## config.mk

```make
export PLATFORM = sky130hd
export DESIGN_NAME = capcom_unit
export DESIGN_NICKNAME = d
export VERILOG_FILES = /design/src/rtl/capcom_pkg.sv /design/src/rtl/capcom_tick_gen.sv /design/src/rtl/capcom_timer.sv /design/src/rtl/capcom_channel.sv /design/src/rtl/capcom_unit.sv
export SDC_FILE = /design/constraint.sdc
export NUM_CORES = 1
export LEC_CHECK = 0
export CORE_AREA = 4 4 155 157
export DETAILED_ROUTE_END_ITERATION = 12
export DIE_AREA = 0 0 159 161
export GPL_TIMING_DRIVEN = 0
export PLACE_DENSITY = 0.71
export SKIP_LAST_GASP = 1
export SYNTH_ARGS = -nofsm -noshare
export SYNTH_HDL_FRONTEND = slang
export SYNTH_SLANG_ARGS = --single-unit
```

## constraint.sdc

```tcl
create_clock -name clk -period 7.99 [get_ports clk]
set_input_delay 1.1985 -clock clk [delete_from_list [all_inputs] [get_ports clk]]
set_output_delay 1.1985 -clock clk [all_outputs]
set_load 0.05 [all_outputs]
```

## src/rtl/capcom_pkg.sv

```systemverilog
`timescale 1ns/1ps
package capcom_pkg;

    localparam int PS_MIN   = 3;
    localparam int PS_SEL_W = 3;

    typedef enum logic [2:0] {
        FN_OFF  = 3'b000,
        FN_CAPT = 3'b001,
        FN_CMP0 = 3'b100,
        FN_CMP1 = 3'b101,
        FN_CMP2 = 3'b110,
        FN_CMP3 = 3'b111
    } ch_func_e;

    typedef enum logic [1:0] {
        SRC_PRESC = 2'd0,
        SRC_PIN   = 2'd1,
        SRC_EVT   = 2'd2,
        SRC_NONE  = 2'd3
    } cnt_src_e;

    typedef struct packed {
        logic [1:0] edge_sel;
        ch_func_e   func;
    } ch_cfg_t;

    typedef struct packed {
        cnt_src_e              src;
        logic [PS_SEL_W-1:0]   ps_sel;
        logic                  run;
    } tmr_ctrl_t;

    localparam int CFG_W  = $bits(ch_cfg_t);
    localparam int CTRL_W = $bits(tmr_ctrl_t);

    localparam int A_CTRL   = 0;
    localparam int A_TMR    = 1;
    localparam int A_RELOAD = 2;
    localparam int A_FLAGS  = 3;
    localparam int A_VAL0   = 4;

    function automatic logic is_cmp(input logic [2:0] f);
        return f[2];
    endfunction

    function automatic logic is_once(input logic [2:0] f);
        return f[2] & f[1];
    endfunction

endpackage

```

## src/rtl/capcom_tick_gen.sv

```systemverilog
`timescale 1ns/1ps
module capcom_tick_gen
    import capcom_pkg::*;
(
    input  logic      clk,
    input  logic      rst,
    input  tmr_ctrl_t ctrl,
    input  logic      cnt_pin,
    input  logic      cnt_evt,
    output logic      tick
);
    localparam int PCW = PS_MIN + (1 << PS_SEL_W) - 1;
    localparam logic [PCW:0] ONE_W = 1;

    logic [PCW-1:0] pre_cnt;
    logic [PCW-1:0] pre_lim;
    logic [PCW:0]   lim_w;
    logic           presc_on;
    logic           pre_hit;
    logic [2:0]     pin_sync;
    logic           pin_rise;

    always_comb begin
        int sh;
        sh      = int'(ctrl.ps_sel) + PS_MIN;
        lim_w   = (ONE_W << sh) - ONE_W;
        pre_lim = lim_w[PCW-1:0];
    end

    assign presc_on = ctrl.run && (ctrl.src == SRC_PRESC);
    assign pre_hit  = presc_on && (pre_cnt == pre_lim);
    assign pin_rise = pin_sync[1] & ~pin_sync[2];

    always_ff @(posedge clk) begin
        if (rst) begin
            pre_cnt  <= '0;
            pin_sync <= '0;
        end else begin
            pin_sync <= {pin_sync[1:0], cnt_pin};
            if (!presc_on || pre_hit) pre_cnt <= '0;
            else                      pre_cnt <= pre_cnt + 1'b1;
        end
    end

    always_comb begin
        tick = 1'b0;
        if (ctrl.run) begin
            unique case (ctrl.src)
                SRC_PRESC: tick = pre_hit;
                SRC_PIN:   tick = pin_rise;
                SRC_EVT:   tick = cnt_evt;
                default:   tick = 1'b0;
            endcase
        end
    end

endmodule

```

## src/rtl/capcom_timer.sv

```systemverilog
`timescale 1ns/1ps
module capcom_timer #(
    parameter int TW = 16
) (
    input  logic          clk,
    input  logic          rst,
    input  logic          adv,
    input  logic          ld_en,
    input  logic [TW-1:0] ld_val,
    input  logic [TW-1:0] reload,
    output logic [TW-1:0] tmr,
    output logic [TW-1:0] tmr_nxt,
    output logic          wrap
);
    logic at_top;

    assign at_top  = &tmr;
    assign tmr_nxt = at_top ? reload : tmr + TW'(1);
    assign wrap    = adv & at_top;

    always_ff @(posedge clk) begin
        if (rst)        tmr <= '0;
        else if (ld_en) tmr <= ld_val;
        else if (adv)   tmr <= tmr_nxt;
    end

endmodule

```

## src/rtl/capcom_channel.sv

```systemverilog
`timescale 1ns/1ps
module capcom_channel
    import capcom_pkg::*;
#(
    parameter int TW = 16
) (
    input  logic          clk,
    input  logic          rst,
    input  logic          cfg_we,
    input  logic          val_we,
    input  logic [TW-1:0] wr_data,
    input  logic          adv,
    input  logic          wrap,
    input  logic [TW-1:0] tmr,
    input  logic [TW-1:0] tmr_nxt,
    input  logic          cap_pin,
    output ch_cfg_t       cfg,
    output logic [TW-1:0] val,
    output logic          pin,
    output logic          evt
);
    logic [2:0] cap_sync;
    logic       rise, fall, cap_hit;
    logic       armed, match, fire;

    assign rise    = cap_sync[1] & ~cap_sync[2];
    assign fall    = ~cap_sync[1] & cap_sync[2];
    assign cap_hit = (cfg.func == FN_CAPT) &&
                     ((cfg.edge_sel[0] && rise) || (cfg.edge_sel[1] && fall));

    assign match = is_cmp(cfg.func) && adv && (tmr_nxt == val);
    assign fire  = match && (!is_once(cfg.func) || armed || wrap);
    assign evt   = fire | cap_hit;

    always_ff @(posedge clk) begin
        if (rst) begin
            cap_sync <= '0;
            cfg      <= '0;
            val      <= '0;
            pin      <= 1'b0;
            armed    <= 1'b1;
        end else begin
            cap_sync <= {cap_sync[1:0], cap_pin};
            if (cfg_we) cfg <= ch_cfg_t'(wr_data[CFG_W-1:0]);

            if (cap_hit)     val <= tmr;
            else if (val_we) val <= wr_data;

            if (cfg_we)                          armed <= 1'b1;
            else if (fire && is_once(cfg.func))  armed <= 1'b0;
            else if (wrap)                       armed <= 1'b1;

            if (fire && cfg.func == FN_CMP1)      pin <= ~pin;
            else if (fire && cfg.func == FN_CMP3) pin <= 1'b1;
            else if (wrap && cfg.func == FN_CMP3) pin <= 1'b0;
        end
    end

endmodule

```

## src/rtl/capcom_unit.sv

```systemverilog
`timescale 1ns/1ps
module capcom_unit
    import capcom_pkg::*;
#(
    parameter int CH_N = 4,
    parameter int TW   = 16,
    localparam int AW  = $clog2(A_VAL0 + 2 * CH_N)
) (
    input  logic            clk,
    input  logic            rst,
    input  logic            wr_en,
    input  logic [AW-1:0]   wr_addr,
    input  logic [TW-1:0]   wr_data,
    input  logic [AW-1:0]   rd_addr,
    output logic [TW-1:0]   rd_data,
    input  logic            cnt_pin,
    input  logic            cnt_evt,
    input  logic [CH_N-1:0] cap_pin,
    output logic [CH_N-1:0] cmp_pin,
    output logic            tmr_irq,
    output logic [CH_N-1:0] ch_irq
);
    localparam int CFG_BASE = A_VAL0 + CH_N;

    tmr_ctrl_t                   ctrl_q;
    logic [TW-1:0]               reload_q;
    logic [CH_N:0]               flag_q;
    logic                        we_ctrl, we_tmr, we_rel, we_flag;
    logic                        tick, adv, wrap;
    logic [TW-1:0]               tmr, tmr_nxt;
    logic [CH_N-1:0]             ch_evt, ch_pin, cfg_we, val_we;
    logic [CH_N-1:0][TW-1:0]     ch_val;
    logic [CH_N-1:0][2:0]        ch_func;
    ch_cfg_t                     ch_cfg [CH_N];
    logic [CH_N:0]               flag_clr;

    assign we_ctrl = wr_en && (wr_addr == AW'(A_CTRL));
    assign we_tmr  = wr_en && (wr_addr == AW'(A_TMR));
    assign we_rel  = wr_en && (wr_addr == AW'(A_RELOAD));
    assign we_flag = wr_en && (wr_addr == AW'(A_FLAGS));
    assign adv     = tick && !we_tmr;

    capcom_tick_gen u_tick (
        .clk(clk), .rst(rst), .ctrl(ctrl_q),
        .cnt_pin(cnt_pin), .cnt_evt(cnt_evt), .tick(tick)
    );

    capcom_timer #(.TW(TW)) u_tmr (
        .clk(clk), .rst(rst), .adv(adv), .ld_en(we_tmr), .ld_val(wr_data),
        .reload(reload_q), .tmr(tmr), .tmr_nxt(tmr_nxt), .wrap(wrap)
    );

    for (genvar i = 0; i < CH_N; i++) begin : g_ch
        assign cfg_we[i]  = wr_en && (wr_addr == AW'(CFG_BASE + i));
        assign val_we[i]  = wr_en && (wr_addr == AW'(A_VAL0 + i));
        assign ch_func[i] = ch_cfg[i].func;

        capcom_channel #(.TW(TW)) u_ch (
            .clk(clk), .rst(rst), .cfg_we(cfg_we[i]), .val_we(val_we[i]),
            .wr_data(wr_data), .adv(adv), .wrap(wrap), .tmr(tmr),
            .tmr_nxt(tmr_nxt), .cap_pin(cap_pin[i]), .cfg(ch_cfg[i]),
            .val(ch_val[i]), .pin(ch_pin[i]), .evt(ch_evt[i])
        );
    end

    assign flag_clr = we_flag ? wr_data[CH_N:0] : '0;

    always_ff @(posedge clk) begin
        if (rst) begin
            ctrl_q   <= '0;
            reload_q <= '0;
            flag_q   <= '0;
        end else begin
            if (we_ctrl) ctrl_q <= tmr_ctrl_t'(wr_data[CTRL_W-1:0]);
            if (we_rel)  reload_q <= wr_data;
            flag_q <= (flag_q & ~flag_clr) | {ch_evt, wrap};
        end
    end

    always_comb begin
        rd_data = '0;
        if (rd_addr == AW'(A_CTRL))   rd_data = TW'(ctrl_q);
        if (rd_addr == AW'(A_TMR))    rd_data = tmr;
        if (rd_addr == AW'(A_RELOAD)) rd_data = reload_q;
        if (rd_addr == AW'(A_FLAGS))  rd_data = TW'(flag_q);
        for (int i = 0; i < CH_N; i++) begin
            if (rd_addr == AW'(A_VAL0 + i))   rd_data = ch_val[i];
            if (rd_addr == AW'(CFG_BASE + i)) rd_data = TW'(ch_cfg[i]);
        end
    end

    assign cmp_pin = ch_pin;
    assign tmr_irq = flag_q[0];
    assign ch_irq  = flag_q[CH_N:1];

endmodule

```

# Word level (Yosys, flattened, before mapping)
# Index checks and enable logic that the tools add are counted.
# op_classes
n_addsub	4
eq_ne	41
n_shift	1
muxes	43
n_bitwise	34
reduce_logical	96
# ops
operator	n
$mux 16	22
$eq 16x16->1	4
$logic_and 1x1->1	55
$eq 4x3->1 const B	8
$eq 4x4->1 const B	8
$shl 1x32->10 const A	1
$eq 3x3->1 const B	8
$mux 1	18
$reduce_bool 2->1	9
$add 16x1->16 const B	1
$eq 4x2->1 const B	4
$reduce_and 16->1	1
$and 1x1->1	14
$logic_or 1x1->1	13
$not 1->1	13
$eq 3x1->1 const B	4
$reduce_bool 3->1	4
$add 10x1->10 const B	1
$eq 10x10->1	1
$reduce_or 2->1	5
$sub 10x1->10 const B	1
$eq 4x1->1 const B	2
$logic_not 4->1	2
$logic_not 1->1	6
other kinds (11)	14
# word_totals
register_bits	160
out_inout_bits	25
wordCells	251

# Longest topological paths before layout
# depth
word_depth	14
mapped_depth	12

# Cells and area by module
# A second synthesis with hierarchy kept.
# unflattened
hier_cells	1078
area_unflattened_um2	9376.5
# modules_own_cells
module	n_inst	cells_each	area_per_inst_um2	seq_area_each_um2
capcom_channel	4	136	1282.5	520.5
capcom_unit	1	280	2218.4	540.5
capcom_timer	1	164	1237.4	320.3
capcom_tick_gen	1	90	790.8	260.2

# Worst setup path after synthesis
# No wires, ideal clock.
# synth_timing
kind	input to output
start	input rd_addr[3]
end	output rd_data[1]
arrival_time_ps	3548
t_required_ps	6792
path_slack_ps	3243
cell_stages	6
n_path_buf	2
path_cell_list	clkbuf_1 > nand2b_1 > clkbuf_1 > nor3_1 > a221oi_1 > o31ai_1
# synth_via
elab_chain_len	13
word_cells_on_any_way	24
cone_classes	eq/ne (11); mux (12); reduce/logical (1)
# synth_lines
element	line	text
start: declaration	capcom_unit.sv:14	input logic [AW-1:0] rd_addr,
$logic_not 4->1	capcom_unit.sv:82	if (rd_addr == AW'(A_CTRL)) rd_data = TW'(ctrl_q);
$mux 6	capcom_unit.sv:82	
$mux 16	capcom_unit.sv:83	if (rd_addr == AW'(A_TMR)) rd_data = tmr;
$mux 16	capcom_unit.sv:84	if (rd_addr == AW'(A_RELOAD)) rd_data = reload_q;
$mux 16	capcom_unit.sv:85	if (rd_addr == AW'(A_FLAGS)) rd_data = TW'(flag_q);
$mux 16	capcom_unit.sv:87	if (rd_addr == AW'(A_VAL0 + i)) rd_data = ch_val[i];
$mux 16	capcom_unit.sv:88	if (rd_addr == AW'(CFG_BASE + i)) rd_data = TW'(ch_cfg[i]);
$mux 16	capcom_unit.sv:87	
$mux 16	capcom_unit.sv:88	
$mux 16	capcom_unit.sv:87	
$mux 16	capcom_unit.sv:88	
$mux 16	capcom_unit.sv:87	
$mux 16 (*)	capcom_unit.sv:88	
end: declaration	capcom_unit.sv:15	output logic [TW-1:0] rd_data,
# Mark *: on every way between the ends. The rest lies on a longest branch, timed or not.

# Worst setup path in the final report
# layout_timing
start	input rd_addr[2]
end	output rd_data[4]
# Same word-level chain as after synthesis.

==> impl_metrics.yaml <==
run_status:
  outcome: "complete, no violations"
clocking:
  cts_tree: "done"
  clk_path_buf_depth: 2
  clk_pin_slew_ns: 0.07
  h-tree-depth: 4
  cts_root_buffer: "clkbuf_16"
  clk-insertion-delay-late_ns: 0.44
  cts_num_sinks: 160
  cts_resized: 0
  cts.hold.buffers_added: 0
  numCtsBuffers: 17
  postCtsSetupRepairBufs: 0
route:
  vias: 10839
  routed_wl_mm: 45.48
  viasPerCell: 6.642
  drtIter0Drc: 1594
  ant_nets: 0
  drc: 0
  first_pass_iters: 8
  wl_per_cell_um: 27.87
sta:
  skew_ns: 0.01182
  hold_ws_ns: 0.4440
  timing.final.crit_share_pct: 79.71
  max_slew_margin_pct: 8.276
  max_freq_mhz: 157.0
  worst_pin_slew_ns: 1.365
  rsz0062_at_grt: "false"
  hold_viol: 0
  tns_ns: 0
  layout_min_cycle_time_ns: 6.369
  finalSetupViolCount: 0
  drv_slew: 0
global_route:
  use_met3_pct: 8.599
  antenna_found_initial: 0
  grt_max_degree: 19
  grtUsageTotal_pct: 34.31
  use_met2_pct: 51.28
  top_usage_layer: "met2"
  grt_pass1_wl_mm: 66.16
  grtUsageMet1_pct: 47.97
  gr-total-overflow: 0
  grt_pass1_vias: 9989
pwr:
  power_density_nw_per_um2: 158.5
  p_leak_nw: 4.093
  peakVddDrop_mv: 0.1308
final_layout:
  fillers: 2192
  final_core_util_pct: 51.62
  nets: 1370
  areaGrowthSynthToFinish_pct: 14.86
  multi_input_area_um2: 6347
  drive_above_1_share_pct: 6.533
  antenna_cells: 0
  regArea_um2: 3203
setup_path:
  critical_path_class: "in -> out"
  path_max_fanout: 9
  worstSetupEndpointType: "output port"
  start_kind: "input port"
  worstPathArrival_ns: 5.17
  cp.required_ns: 6.79
  ff2ff_setup_slack_ns: 3.63
synth:
  netlist.area_leader.share_pct: 31.67
  synthArstFlopShare_pct: 0
  synthCells: 1259
  syn_avg_cell_area_um2: 8.033
  yosysSeqAreaShare_pct: 31.67
  yosys.cell_count.top_type: "nor2_1"
  syn-cell-area_um2: 10110
  yosysUniqueCellTypes: 83
  yosys_register_bits: 160
  synth_top_area_cell: "dfxtp_1"
  synth_common_cells: "nor2_1 (188), dfxtp_1 (160), mux2i_1 (102), nand2_1 (93), a211oi_1 (83)"
  yosys_warnings: 0
  synthTopCellsByArea: "dfxtp_1 (32%), mux2i_1 (10%), nor2_1 (7.0%), a211oi_1 (6.2%), nand2_1 (3.5%)"
  ys.flop_type: "dfxtp_1"
  synth_edf_count: 0
run:
  maxCapViolCount: 0
die:
  dieArea_um2: 25600
  core_um2: 22500
  die_x_um: 159
  start_util_pct: 44.94
  dieHeight_um: 161
  num_rows: 55
  io_pins: 58
placement:
  placement.io_buffers: 55
  gp_congestion: 1.022
  dp_hpwl_mm: 34.59
min_path:
  hold_path_class: "reg -> reg"
report_power, final:
part,internal [mW],leakage (nW),switching [mW]
sequential,0.808,1.29,0.0156
clock,0.421,0.287,0.416
combinational,0.0604,2.51,0.121
total,1.29,4.09,0.552
critical path, stage by stage:
cell and delay [ns]:
clkdlybuf4s50_1 0.54, nand2b_1 0.07, clkbuf_1 0.27, nor3_1 1.11
a22oi_1 0.23, o21ai_0 0.17, o21ai_0 0.22, mux2i_1 0.20
nand2_1 0.09, o211ai_1 0.19, clkdlybuf4s50_1 0.87
cell usage in the layout, fill, tap and decap left out, drive strengths merged, types with 7 or more instances in the layout:
cell type / instances
inv: 37
a21oi: 49
nor2: 189
o21ai: 42
clkinv: 7
nand3: 39
nand4: 9
clkdlybuf4s50: 55
a221oi: 7
and3: 13
nand3b: 8
a2111oi: 7
dfxtp: 160
xor2: 29
nor4: 9
nor2b: 26
o22ai: 12
a31oi: 13
a22oi: 26
o2111ai: 7
clkbuf: 93
mux2i: 104
nand2: 95
or3: 7
nand2b: 14
nor3: 38
buf: 27
xnor2: 24
a211oi: 83
o211ai: 16
through the flow:
stage,area [µm²],setup WS [ns],power [mW],instances
3_5_place_dp,11020,1.792,1.014,1600
4_1_cts,11620,1.804,1.836,1632
6_report,11620,1.621,1.842,1632
2_1_floorplan,10120,3.243,0.9334,1260
3_3_place_gp,11020,1.800,1.014,1600
5_1_grt,11620,1.642,1.886,1632
sequential cells by signal, summed over array words and instances, names as in the netlist, 5 cells and up:
| signal | count |
|---|---|
| ctrl_q | 6 |
| flag_q | 5 |
| g_ch.u_ch.cap_sync | 12 |
| g_ch.u_ch.cfg | 20 |
| g_ch.u_ch.val | 64 |
| reload_q | 16 |
| u_tick.pre_cnt | 10 |
| u_tmr.tmr | 16 |
layer usage:
metal / vias up / wire length [µm]
met5: - / 0
met4: 0 / 2024
met3: 141 / 5877
met2: 776 / 19130
met1: 5180 / 18450
li1: 4742 / -
cell families (layout without fill, tap and decap cells):
family,count (synthesis),in the layout,share of synthesized area (%)
and+or+nand+nor,475,475,22.91
AOI/OAI and AO/OA,316,316,21.84
DFF,160,160,31.67
buffers and inverters,133,220,5.604
muxes,115,115,12.24
xor gates and xnor gates,56,56,5.332
adders and majority gates,3,3,0.3712
other,1,2,0.03708
cell type report:
cell class              instances  area share [%]
clock buffers                  17           3.662
repair buffers                 55           4.739
multi-input cells             967           54.64
well taps                     285           3.070
inverters                      30          0.9694
flip-flops and latches        160           27.57
plain buffers                 103           3.910
clock inverters                15           1.433
path summary, 6_finish.rpt:
path | startpoint | to | depth (start not counted)
worst max-delay path | rd_addr[2] | rd_data[4] | 11
worst min-delay path | u_tick.pin_sync[0] | u_tick.pin_sync[1] | 1
worst max register to register | u_tmr.tmr[0] | g_ch[3].u_ch.armed | 11
worst min register to register | u_tick.pin_sync[0] | u_tick.pin_sync[1] | 1
(Power assumes the default switching activity.)
